`src/rtl/fifo_alarm_pkg.sv`:
```
package fifo_alarm_pkg;
  localparam int unsigned REG_W     = 32;
  localparam int unsigned THR_W     = 12;
  localparam int unsigned CNT_W     = 12;
  localparam int unsigned GRAN_W    = 3;
  localparam int unsigned GRAN_UNIT = 4;

  typedef enum logic {
    DIR_TX = 1'b0,
    DIR_RX = 1'b1
  } ep_dir_e;
endpackage

```
`src/rtl/alarm_thr_reg.sv`:
```
module alarm_thr_reg #(
  parameter int unsigned REG_W = 32,
  parameter int unsigned THR_W = 12
) (
  input  logic             clk_i,
  input  logic             rst_ni,
  input  logic             wr_en_i,
  input  logic [REG_W-1:0] wr_data_i,
  output logic [THR_W-1:0] thr_o,
  output logic [REG_W-1:0] rd_data_o
);
  localparam int unsigned RSVD_W = REG_W - THR_W;

  logic [THR_W-1:0] thr_q;

  // threshold is deliberately left without reset
  always_ff @(posedge clk_i) begin
    if (wr_en_i) thr_q <= wr_data_i[THR_W-1:0];
  end

  assign thr_o     = thr_q;
  assign rd_data_o = {{RSVD_W{1'b0}}, thr_q};

  p_write_visible_r1: assert property (@(posedge clk_i) disable iff (!rst_ni)
    wr_en_i |=> (rd_data_o[THR_W-1:0] == $past(wr_data_i[THR_W-1:0])));

  p_hold_no_write_r1: assert property (@(posedge clk_i) disable iff (!rst_ni)
    !wr_en_i |=> $stable(thr_o));
endmodule

```
`src/rtl/alarm_level_calc.sv`:
```
module alarm_level_calc #(
  parameter int unsigned CNT_W     = 12,
  parameter int unsigned GRAN_W    = 3,
  parameter int unsigned GRAN_UNIT = 4
) (
  input  logic             clk_i,
  input  logic             rst_ni,
  input  logic             dir_rx_i,
  input  logic [CNT_W-1:0] fill_i,
  input  logic [CNT_W-1:0] depth_i,
  input  logic [GRAN_W-1:0] gran_i,
  output logic [CNT_W-1:0] level_o,
  output logic [CNT_W-1:0] mark_o
);
  import fifo_alarm_pkg::*;

  localparam int unsigned ALLOW_W = GRAN_W + $clog2(GRAN_UNIT) + 1;
  localparam int unsigned WIDE_W  = (ALLOW_W > CNT_W) ? ALLOW_W : CNT_W;

  logic [WIDE_W-1:0] allow_w;
  logic [WIDE_W-1:0] depth_w;
  logic [CNT_W-1:0]  free_c;

  assign allow_w = WIDE_W'(gran_i) * WIDE_W'(GRAN_UNIT);
  assign depth_w = WIDE_W'(depth_i);

  // free space, saturating if the fill count exceeds the depth
  assign free_c  = (fill_i > depth_i) ? '0 : (depth_i - fill_i);

  always_comb begin
    unique case (ep_dir_e'(dir_rx_i))
      DIR_RX:  level_o = free_c;
      default: level_o = fill_i;
    endcase
  end

  assign mark_o = (allow_w > depth_w) ? '0 : CNT_W'(depth_w - allow_w);

  p_mark_bound_r5: assert property (@(posedge clk_i) disable iff (!rst_ni)
    mark_o <= depth_i);

  p_rx_level_bound_r4: assert property (@(posedge clk_i) disable iff (!rst_ni)
    dir_rx_i |-> (level_o <= depth_i));
endmodule

```
`src/rtl/alarm_hyst.sv`:
```
module alarm_hyst #(
  parameter int unsigned THR_W = 12,
  parameter int unsigned CNT_W = 12
) (
  input  logic             clk_i,
  input  logic             rst_ni,
  input  logic [THR_W-1:0] thr_i,
  input  logic [CNT_W-1:0] level_i,
  input  logic [CNT_W-1:0] mark_i,
  output logic             req_o
);
  localparam int unsigned CMP_W = (THR_W > CNT_W) ? THR_W : CNT_W;

  logic [CMP_W-1:0] thr_w, lvl_w, mark_w;
  logic low_c, release_c, no_band_c, req_d, req_q;

  assign thr_w  = CMP_W'(thr_i);
  assign lvl_w  = CMP_W'(level_i);
  assign mark_w = CMP_W'(mark_i);

  assign low_c     = (lvl_w <= thr_w);
  assign release_c = (lvl_w >= mark_w);
  assign no_band_c = (thr_w >= mark_w);

  always_comb begin
    if (no_band_c || !req_q) req_d = low_c;
    else                     req_d = !release_c;
  end

  always_ff @(posedge clk_i or negedge rst_ni) begin
    if (!rst_ni) req_q <= 1'b0;
    else         req_q <= req_d;
  end

  assign req_o = req_q;

  p_rise_on_low_r3: assert property (@(posedge clk_i) disable iff (!rst_ni)
    $rose(req_q) |-> $past(low_c));

  p_fall_on_release_r5: assert property (@(posedge clk_i) disable iff (!rst_ni)
    $fell(req_q) |-> $past(!low_c && (release_c || no_band_c)));

  p_hold_in_band_r7: assert property (@(posedge clk_i) disable iff (!rst_ni)
    (req_q && !release_c && !no_band_c) |=> req_q);

  p_follow_no_band_r9: assert property (@(posedge clk_i) disable iff (!rst_ni)
    no_band_c |=> (req_q == $past(low_c)));
endmodule

```
`src/rtl/ep_fifo_alarm.sv`:
```
module ep_fifo_alarm #(
  parameter int unsigned REG_W     = fifo_alarm_pkg::REG_W,
  parameter int unsigned THR_W     = fifo_alarm_pkg::THR_W,
  parameter int unsigned CNT_W     = fifo_alarm_pkg::CNT_W,
  parameter int unsigned GRAN_W    = fifo_alarm_pkg::GRAN_W,
  parameter int unsigned GRAN_UNIT = fifo_alarm_pkg::GRAN_UNIT
) (
  input  logic              clk_i,
  input  logic              rst_ni,
  input  logic              dir_rx_i,
  input  logic [CNT_W-1:0]  fill_i,
  input  logic [CNT_W-1:0]  depth_i,
  input  logic [GRAN_W-1:0] gran_i,
  input  logic              wr_en_i,
  input  logic [REG_W-1:0]  wr_data_i,
  output logic [REG_W-1:0]  rd_data_o,
  output logic              req_o
);
  logic [THR_W-1:0] thr;
  logic [CNT_W-1:0] level, mark;

  alarm_thr_reg #(.REG_W(REG_W), .THR_W(THR_W)) u_thr (
    .clk_i, .rst_ni, .wr_en_i, .wr_data_i, .thr_o(thr), .rd_data_o
  );

  alarm_level_calc #(.CNT_W(CNT_W), .GRAN_W(GRAN_W), .GRAN_UNIT(GRAN_UNIT)) u_lvl (
    .clk_i, .rst_ni, .dir_rx_i, .fill_i, .depth_i, .gran_i,
    .level_o(level), .mark_o(mark)
  );

  alarm_hyst #(.THR_W(THR_W), .CNT_W(CNT_W)) u_hyst (
    .clk_i, .rst_ni, .thr_i(thr), .level_i(level), .mark_i(mark), .req_o
  );

  p_reset_idle_r10: assert property (@(posedge clk_i) !rst_ni |=> !req_o || rst_ni);
endmodule

```
`config.mk`:
```
export PLATFORM = sky130hd
export DESIGN_NAME = ep_fifo_alarm
export DESIGN_NICKNAME = d
export VERILOG_FILES = /design/src/rtl/fifo_alarm_pkg.sv /design/src/rtl/alarm_thr_reg.sv /design/src/rtl/alarm_level_calc.sv /design/src/rtl/alarm_hyst.sv /design/src/rtl/ep_fifo_alarm.sv
export SDC_FILE = /design/constraint.sdc
export NUM_CORES = 1
export LEC_CHECK = 0
export ABC_AREA = 1
export CAP_MARGIN = 15
export CORE_ASPECT_RATIO = 0.8
export CORE_MARGIN = 3
export CORE_UTILIZATION = 46
export CTS_CLUSTER_DIAMETER = 60
export CTS_CLUSTER_SIZE = 40
export DETAILED_ROUTE_END_ITERATION = 10
export PLACE_DENSITY = 0.82
export SLEW_MARGIN = 20
export SYNTH_ARGS = -nofsm -noshare
export SYNTH_HDL_FRONTEND = slang
export SYNTH_SLANG_ARGS = --single-unit
```
`constraint.sdc`:
```
create_clock -name clk_i -period 1.7 [get_ports clk_i]
set_clock_uncertainty 0.1 [all_clocks]
set_input_delay 0.17 -clock clk_i [delete_from_list [all_inputs] [get_ports clk_i]]
set_output_delay 0.17 -clock clk_i [all_outputs]
set_load 0.005 [all_outputs]
```
==> flow_metrics.env, run 1 <==
export IMPL_final_cell_mix="92 x nand2_1, 71 x buf_4, 57 x inv_1, 33 x ha_4, 28 x clkdlybuf4s50_1"
export IMPL_yosys_top_cells_area="ha_1 24%, nand2_1 19%, edfxtp_1 14%"
export IMPL_grt_max_degree=13
export IMPL_finalCritPeriodShare_pct=160
export IMPL_place_congestion=0.894
export IMPL_cpPeakStageDelay_ps=380
export IMPL_synth_compound_area_share_pct=9.58
export IMPL_clock_sinks=13
export IMPL_syn_inst=414
export IMPL_syn_to_final_growth_pct=74.9
export IMPL_synth_simple_area_share_pct=31.4
export IMPL_critPathMaxFanout=5
export IMPL_via_count=3630
export IMPL_synthAdderAreaFrac_pct=25.6
export IMPL_clkTransAtPathRegs_ps=60
export IMPL_final_util_pct=83.9
export IMPL_die_w_um=90.9
export IMPL_p_per_area_nw_per_um2=533
export IMPL_crit_slowest_cell="ha_1"
export IMPL_r2r_cells=10
export IMPL_critPathArrivalTime_ps=2820
export IMPL_ir_drop_uv=366
export IMPL_synth_top_area_cell="ha_1"
export IMPL_htreeDepth=1
export IMPL_setup_viol=1
export IMPL_hp_start="wr_data_i[2]"
export IMPL_end_kind="register"
export IMPL_fp_coreArea_um2=5530
export IMPL_vias_per_cell=5.80
export IMPL_track_usage_pct=27.6
export IMPL_cts_tree="yes"
export IMPL_antenna_cells=0
export IMPL_start_kind="primary input"
export IMPL_cts_made_buffers=3
export IMPL_min_period_ps=2730
export IMPL_firstDrtPassIters=7
export IMPL_rsz0062_at_grt="yes"
export IMPL_path_delay_family="simple AND/OR/NAND/NOR gates"
export IMPL_final_common_cell="nand2_1"
export IMPL_grt_pass1_wl_mm=15.0
export IMPL_p_leak_nw=2.32
export IMPL_clk_latency_ps=250
export IMPL_layout_setup_ws_ps=-1030
export IMPL_ant_nets=0
export IMPL_synth_top_family_by_area="simple AND/OR/NAND/NOR gates"
export IMPL_drtIter0Drc=425
export IMPL_netlist_cell_type_count=32
export IMPL_gr_total_overflow=0
export IMPL_num_rows=24
export IMPL_crit_buf_inv=3
export IMPL_die_h_um=73.9
export IMPL_port_buffers=55
export IMPL_hold_viol=0
export IMPL_synth_xor_area_share_pct=1.65
export IMPL_fmax_mhz=367
export IMPL_slew_violations=0
export IMPL_maxCapViolCount=0
export IMPL_root_buffer="clkbuf_8"
export IMPL_syn_area_um2=2650
export IMPL_worstSetupPathType="in2reg"
export IMPL_pin_count=96
export IMPL_hold_end="u_thr.thr_o[2]"
export IMPL_syn_area_per_cell_um2=6.40
export IMPL_finalWirelength_mm=11.7
export IMPL_hold_depth=1
export IMPL_hold_class="in2reg"
export IMPL_antenna_found_initial=0
export IMPL_final_nets=665
export IMPL_ys_seq_elements=13
export IMPL_violations="negative setup slack"
export IMPL_crit_required_ps=1790
export IMPL_muxShareOfSynthArea_pct=0
export IMPL_crit_chain="buf_6 > inv_4 > ha_4 > inv_2 > fa_2 > nand2_2 > nand2_4 > nor2_4 > nand3_4 > o21ai_1 > ha_1 > nand2_1 > nand2_1 > nand2_1 > nand2_1 > nand2_1 > nand4_1 > nor2_1 > nand2_1 > nand2_1"
export IMPL_dpl_worst_slack_ps=-1510
export IMPL_status="complete, but fails checks"
export IMPL_cts_buffer_depth=2
export IMPL_worstReg2RegStart="u_thr.thr_o[10]"
export IMPL_drc=0
export IMPL_dp_hpwl_mm=6.40
export IMPL_dieArea_um2=6710
export IMPL_r2r_slack_ps=-120
export IMPL_grt_pass1_vias=3280
export IMPL_synth_top_area_share_pct=24.1
export IMPL_wl_per_cell_um=18.7
export IMPL_final_layout_size_suffix_gt1_share_pct=44.2
export IMPL_r2r_end="u_hyst.req_o"
export IMPL_yosysWarnings=0
export IMPL_crit_top_cell="nand2_1"
export IMPL_start_util_pct=48.0
export IMPL_synth_seq_area_share_pct=14.5
[synthesized netlist by cell type]
cell type	instances
nand2_1	133
inv_1	78
ha_1	51
nor2_1	26
a21oi_1	20
buf_4	20
nand3_1	18
edfxtp_1	12
o21ai_0	12
nand4_1	8
and2_1	3
o21bai_1	3
xor2_1	3
a21boi_0	2
a21o_1	2
fa_1	2
nand2_2	2
nand3_2	2
nor2_2	2
o21a_1	2
xnor2_1	2
a22oi_1	1
clkbuf_1	1
conb_1	1
dfrtp_1	1
inv_4	1
nand3b_1	1
nor3_1	1
nor4_1	1
o21bai_4	1
or2_1	1
or2_2	1
[layer usage]
| metal | global-route usage, % | wire length, um | vias to the layer above |
|---|---|---|---|
| li1 | - | - | 1550 |
| met1 | 31.1 | 4130 | 1653 |
| met2 | 52.9 | 5530 | 310 |
| met3 | 5.83 | 1170 | 117 |
| met4 | 8.19 | 884 | 0 |
| met5 | 0 | 0 | - |
[repair_timing]
| item | 4_1_cts | 5_1_grt |
|---|---|---|
| hold buffers | 1 | 0 |
| pin swaps | 62 | 33 |
| hold endpoints to repair | 1 | 0 |
| setup endpoints to repair | 1 | 1 |
| gates cloned | 0 | 0 |
| gates resized for setup | 179 | 92 |
| setup buffers | 9 | 5 |
[worst register-to-register path: cells and delay by family (launching register included)]
kind          cells  cell delay (ps)
fa+ha+maj         1              290
buf+inv           1              140
flops             1              450
simple gates      8              740
[how the worst max path moves through the flow]
stage,startpoint,end,slack (ps),cells past startpoint
finish,depth_i[2],u_hyst.req_o,-1030,20
global route,depth_i[2],u_hyst.req_o,-1160,20
CTS,depth_i[0],u_hyst.req_o,-780,20
detailed placement,depth_i[2],u_hyst.req_o,-1510,20
global placement,depth_i[2],u_hyst.req_o,-1390,19
floorplan,depth_i[2],u_hyst.req_o,-660,19
[cell families after synthesis]
family                   after synthesis
AO/OA/AOI/OAI                         43
XOR/XNOR                               5
adder cells (fa/ha/maj)               53
buffers and inverters                100
flip-flops                            13
other                                  1
AND/OR/NAND/NOR                      199
[cell type report]
cell class                 count  area [um^2]
multi-input combinational    320         2720
inverter                      79          314
timing repair buffer         132         1070
clock buffer                   4         45.0
sequential                    13          385
tap                           78         97.6
fill                         280          891
[sequential cells by signal, indices dropped and copies added, names as in the netlist]
register,cells
u_thr.thr_o,12
u_hyst.req_o,1
[where the power goes]
group	internal (W)	switching (W)
registers	0.000389	0.0000407
clock network	0.000166	0.000129
logic	0.000812	0.000932
total	0.00137	0.00110
[stage by stage]
stage               instances  setup TNS [ps]  total power (W)  area (um^2)  hold slack (ps)
finish                    626           -1030          0.00247         4630              371
global route              626           -1160          0.00260         4630              371
CTS                       621            -777          0.00215         4430              376
detailed placement        610           -1510          0.00154         3710              225
global placement          610           -1390          0.00149         3710              227
floorplan                 433            -659          0.00106         2730             -226
Note: power is estimated with default switching activity, not from simulation.
==> run 2, diff against run 1 <==
- CAP_MARGIN: 15 -> 20
- CORE_UTILIZATION: 46 -> 50
- PLACE_DENSITY: 0.82 -> 0.88
- RECOVER_POWER: default -> 50
- clock period: 1.7 -> 3.3 ns (I/O delays scaled with it)
==> run 2 against run 1 <==
Compared with the run above:
- the run now ends clean
- total power decreased by 64%
- worst hold slack got worse by 180 ps
- global-route usage decreased by 4.6 points
- combinational power is 69% lower
- die area decreased by 7.4%
- sequential share of layout area up 2.9 points
==> flow_metrics.env, run 2 (synthesis results as in run 1) <==
export IMPL_ant_nets=0
export IMPL_cts_made_buffers=3
export IMPL_cts_buffer_depth=2
export IMPL_drc=0
export IMPL_wl_per_cell_um=12.8
export IMPL_via_count=2791
export IMPL_r2r_cells=9
export IMPL_slew_violations=0
export IMPL_crit_required_ps=3340
export IMPL_maxCapViolCount=0
export IMPL_worstSetupStartpoint="depth_i[4]"
export IMPL_relSlewSlack_pct=61.4
export IMPL_fp_coreArea_um2=5060
export IMPL_critPathArrivalTime_ps=3160
export IMPL_worstSetupPathType="in2reg"
export IMPL_die_w_um=87.4
export IMPL_drtIter0Drc=156
export IMPL_p_per_area_nw_per_um2=259
export IMPL_final_cell_mix="133 x nand2_1, 78 x inv_1, 49 x ha_1, 40 x clkdlybuf4s50_1, 23 x nor2_1"
export IMPL_ir_drop_uv=187
export IMPL_pin_count=96
export IMPL_dp_hpwl_mm=6.16
export IMPL_num_rows=23
export IMPL_track_usage_pct=22.9
export IMPL_hold_class="in2async"
export IMPL_port_buffers=55
export IMPL_hold_viol=0
export IMPL_grt_pass1_vias=2760
export IMPL_vias_per_cell=5.05
export IMPL_dieArea_um2=6220
export IMPL_grt_pass1_wl_mm=11.7
export IMPL_antenna_found_initial=0
export IMPL_gr_total_overflow=0
export IMPL_final_util_pct=68.1
export IMPL_min_period_ps=3130
export IMPL_clock_sinks=13
export IMPL_root_buffer="clkbuf_8"
export IMPL_largest_reg_flops=12
export IMPL_htreeDepth=1
export IMPL_critPathMaxFanout=5
export IMPL_start_util_pct=52.3
export IMPL_final_nets=608
export IMPL_cts_hold_buf=0
export IMPL_cts_tree="yes"
export IMPL_antenna_cells=0
export IMPL_worstReg2RegStart="u_thr.thr_o[7]"
export IMPL_layout_setup_ws_ps=174
export IMPL_die_h_um=71.1
export IMPL_finalWirelength_mm=7.06
export IMPL_syn_to_final_growth_pct=30.2
export IMPL_dpl_worst_slack_ps=-113
export IMPL_status="finished clean"
export IMPL_rsz0062_at_grt="no"
export IMPL_tightest_slew_ps=578
export IMPL_setup_viol=0
export IMPL_fillers=456
export IMPL_p_leak_nw=1.95
export IMPL_clk_latency_ps=250
export IMPL_total_power_w=0.000893
export IMPL_final_layout_size_suffix_gt1_share_pct=9.16
export IMPL_firstDrtPassIters=7
export IMPL_clkTransAtPathRegs_ps=50
export IMPL_final_common_cell="nand2_1"
export IMPL_end_kind="register"
export IMPL_grt_max_degree=14
export IMPL_place_congestion=0.878
export IMPL_fmax_mhz=320
export IMPL_finalCritPeriodShare_pct=94.7
export IMPL_start_kind="primary input"
-- run 2: changes by cell type in the layout (fill, tap and decap cells not counted), moves of 7 or more --
cell             change
nor2_1              +11
nand2_1             +41
nand2_4             -14
clkbuf_2            -15
dlygate4sd3_1       +13
buf_6                -8
o21ai_0              +7
nand2_2             -26
inv_2               -19
ha_4                -32
inv_1               +21
buf_4               -51
clkdlybuf4s50_1     +12
ha_1                +31
-- run 2: final cells by class --
| cell class | instances | area [um^2] | share of cell area [%] |
|---|---|---|---|
| Sequential cell | 13 | 385 | 11.2 |
| Clock inverter | 1 | 5.00 | 0.145 |
| Tap cell | 62 | 77.6 | 2.25 |
| Clock buffer | 3 | 41.3 | 1.20 |
| Timing Repair Buffer | 75 | 703 | 20.4 |
| Inverter | 79 | 299 | 8.67 |
| Multi-Input combinational cell | 320 | 1940 | 56.2 |
-- run 2: where the power goes --
| part | leakage (nW) | internal, W | switching, W |
|---|---|---|---|
| clock network | 0.0255 | 0.0000835 | 0.0000599 |
| logic | 1.80 | 0.000247 | 0.000288 |
| registers | 0.129 | 0.000200 | 0.0000151 |
| total | 1.95 | 0.000530 | 0.000363 |
-- run 2: metal layers --
| metal | vias to the layer above | wire, um | global-route usage [%] | share of wire (%) |
|---|---|---|---|---|
| met3 | 7 | 510 | 3.49 | 7.2 |
| met1 | 1238 | 3110 | 29.6 | 44 |
| met4 | 0 | 64 | 3.58 | 0.91 |
| met5 | - | 0 | 0 | 0 |
| li1 | 1431 | - | - | - |
| met2 | 115 | 3370 | 41.0 | 48 |
-- run 2: stage by stage --
stage          std cells  area (um^2)  setup TNS, ps  hold slack (ps)
2_1_floorplan        433         2720              0            -65.6
3_3_place_gp         549         3350              0              383
3_5_place_dp         549         3350           -113              381
4_1_cts              553         3390              0              120
5_1_grt              553         3450              0              191
6_report             553         3450              0              189
-- run 2: final timing paths --
path / endpoint / slack, ps
hold / removal: u_hyst.req_o / 190
hold reg to reg: u_hyst.req_o / 520
min in group clk_i: u_hyst.req_o / 520
setup reg to reg: u_hyst.req_o / 1640
setup / recovery: u_hyst.req_o / 170
max in group asynchronous: u_hyst.req_o / 2810
-- run 2: critical path, cell delays in order --
cell,delay [ps]
clkdlybuf4s50_1,530
ha_2,330
a21oi_2,190
nand2_1,80
nor2_1,170
nand2_1,150
inv_1,130
nand2_1,70
nand2_1,70
o21ai_0,70
inv_1,90
ha_1,240
nand2_1,130
inv_1,70
nand2_1,70
nand2_1,70
a21oi_1,140
nand4_1,100
nand2_1,70
nand2_1,50
-- run 2: timing repair --
| action | CTS | global route |
|---|---|---|
| setup buffers | 0 | 0 |
| resized for setup | 0 | 17 |
| endpoints found under the setup margin | 0 | 1 |
==> run 3, diff against run 2 <==
- CORE_UTILIZATION: 50 -> 46
- PLACE_DENSITY: 0.88 -> 0.82
- clock period: 3.3 -> 3.1 ns (I/O delays scaled with it)
==> run 3 against run 2 <==
Compared with the run above:
- total power grew 22%
- count of clock-buffer cells in the layout unchanged
- critical path depth is 1 lower
- clock power grew 8%
- routed wire length grew 16%
- sequential cell count stayed put
- largest cell class unchanged
- highest routed layer unchanged
==> flow_metrics.env, run 3 (synthesis results as in run 1) <==
export IMPL_status="finished clean"
export IMPL_die_w_um=90.9
export IMPL_p_leak_nw=2.14
export IMPL_antenna_found_initial=0
export IMPL_final_cells=594
export IMPL_dpl_worst_slack_ps=-354
export IMPL_final_common_cell="nand2_1"
export IMPL_p_per_area_nw_per_um2=271
export IMPL_critPathArrivalTime_ps=3090
export IMPL_hold_class="in2async"
export IMPL_start_util_pct=48.0
export IMPL_tightest_slew_ps=559
export IMPL_ant_nets=0
export IMPL_min_period_ps=3000
export IMPL_cts_tree="yes"
export IMPL_clkTransAtPathRegs_ps=60
export IMPL_die_h_um=73.9
export IMPL_fp_coreArea_um2=5530
export IMPL_grt_pass1_wl_mm=12.0
export IMPL_numPlacedInstances=588
export IMPL_critPathMaxFanout=7
export IMPL_layout_setup_ws_ps=97.8
export IMPL_ir_drop_uv=261
export IMPL_grt_pass1_vias=2796
export IMPL_pin_count=96
export IMPL_end_kind="register"
export IMPL_hold_viol=0
export IMPL_htreeDepth=1
export IMPL_root_buffer="clkbuf_8"
export IMPL_final_layout_size_suffix_gt1_share_pct=25.0
export IMPL_final_cell_mix="114 x nand2_1, 72 x inv_1, 44 x buf_4, 35 x clkdlybuf4s50_1, 34 x ha_1"
export IMPL_num_rows=24
export IMPL_setup_viol=0
export IMPL_port_buffers=55
export IMPL_slew_violations=0
export IMPL_via_count=2931
export IMPL_drc=0
export IMPL_total_power_w=0.00109
export IMPL_clk_latency_ps=250
export IMPL_clock_sinks=13
export IMPL_cts_buffer_depth=2
export IMPL_r2r_cells=10
export IMPL_track_usage_pct=21.6
export IMPL_finalCritPeriodShare_pct=96.8
export IMPL_largest_reg_flops=12
export IMPL_vias_per_cell=4.93
export IMPL_dieArea_um2=6710
export IMPL_gr_total_overflow=0
export IMPL_maxCapViolCount=0
export IMPL_antenna_cells=0
export IMPL_relSlewSlack_pct=62.6
export IMPL_syn_to_final_growth_pct=51.7
export IMPL_start_kind="primary input"
export IMPL_place_congestion=0.878
export IMPL_worstSetupPathType="in2reg"
export IMPL_fmax_mhz=333
export IMPL_final_nets=633
export IMPL_wl_per_cell_um=13.8
export IMPL_firstDrtPassIters=4
export IMPL_crit_required_ps=3190
export IMPL_cts_made_buffers=3
export IMPL_grt_max_degree=14
export IMPL_drtIter0Drc=126
export IMPL_dp_hpwl_mm=6.20
export IMPL_finalWirelength_mm=8.19
==> run 3: cell count changes in the layout (fill, tap and decap cells not counted), moves of 7 or more <==
cell	delta
buf_4	+24
ha_1	-15
ha_4	+15
nand2_1	-19
nand2_2	+18
nor2_1	-7
==> run 3: report_power, final <==
| group | total (W) | switching [W] | internal [W] |
|---|---|---|---|
| Sequential | 0.000231 | 0.0000179 | 0.000213 |
| Combinational | 0.000704 | 0.000369 | 0.000336 |
| Clock | 0.000154 | 0.0000652 | 0.0000889 |
| Total | 0.00109 | 0.000452 | 0.000638 |
==> run 3: metrics by stage <==
stage | area (um^2) | setup TNS (ps) | utilization (%) | hold WS [ps]
floorplan | 2720 | 0 | - | -85.6
global placement | 3540 | -246 | 64.0 | 363
global route | 4020 | -67.1 | 72.8 | 157
finish | 4020 | 0 | 72.8 | 165
CTS | 3600 | 0 | 65.1 | 96.2
detailed placement | 3540 | -354 | 64.0 | 362
==> run 3: area by class of cell <==
| class | instances | area, um^2 |
|---|---|---|
| multi-input combinational | 320 | 2280 |
| fill | 451 | 1500 |
| timing repair buffer | 100 | 907 |
| sequential | 13 | 385 |
| inverter | 79 | 304 |
| tap | 78 | 97.6 |
| clock buffer | 3 | 41.3 |
| clock inverter | 1 | 5.00 |
==> run 3: final timing paths <==
path | start | endpoint | slack (ps)
worst min-delay path | rst_ni | u_hyst.req_o | 160
max in group asynchronous | rst_ni | u_hyst.req_o | 2640
worst min register to register | u_hyst.req_o | u_hyst.req_o | 530
worst max-delay path | fill_i[0] | u_hyst.req_o | 100
worst max register to register | u_thr.thr_o[11] | u_hyst.req_o | 1450
min in group clk_i | u_hyst.req_o | u_hyst.req_o | 530
==> run 3: layer usage <==
| metal | GRT usage (%) | vias up | routed length (um) |
|---|---|---|---|
| li1 | - | 1484 | - |
| met1 | 27.9 | 1354 | 3570 |
| met2 | 39.4 | 83 | 4180 |
| met3 | 3.79 | 10 | 352 |
| met4 | 2.34 | 0 | 91 |
| met5 | 0 | - | 0 |
==> run 3: worst max-delay path: stages <==
cell and delay, ps:
clkdlybuf4s50_1 470, ha_4 200, fa_2 400, o21bai_4 210, nand2_2 100, nand3_4 130
nand2_8 90, inv_8 90, nand2_1 80, nand2_2 100, ha_1 250, nand2_2 100
nor2_2 50, and2_1 130, nand2_1 70, nand3_1 60, nor2_1 120, nand2_1 60
nand2_1 50
==> run 3: repair_timing <==
item / 4_1_cts / 5_1_grt
pin swaps: 0 / 31
setup buffers: 0 / 2
endpoints found under the setup margin: 1 / 1
hold buffers: 0 / 0
cloned: 0 / 0
resized for setup: 5 / 91
hold endpoints to repair: 0 / 0
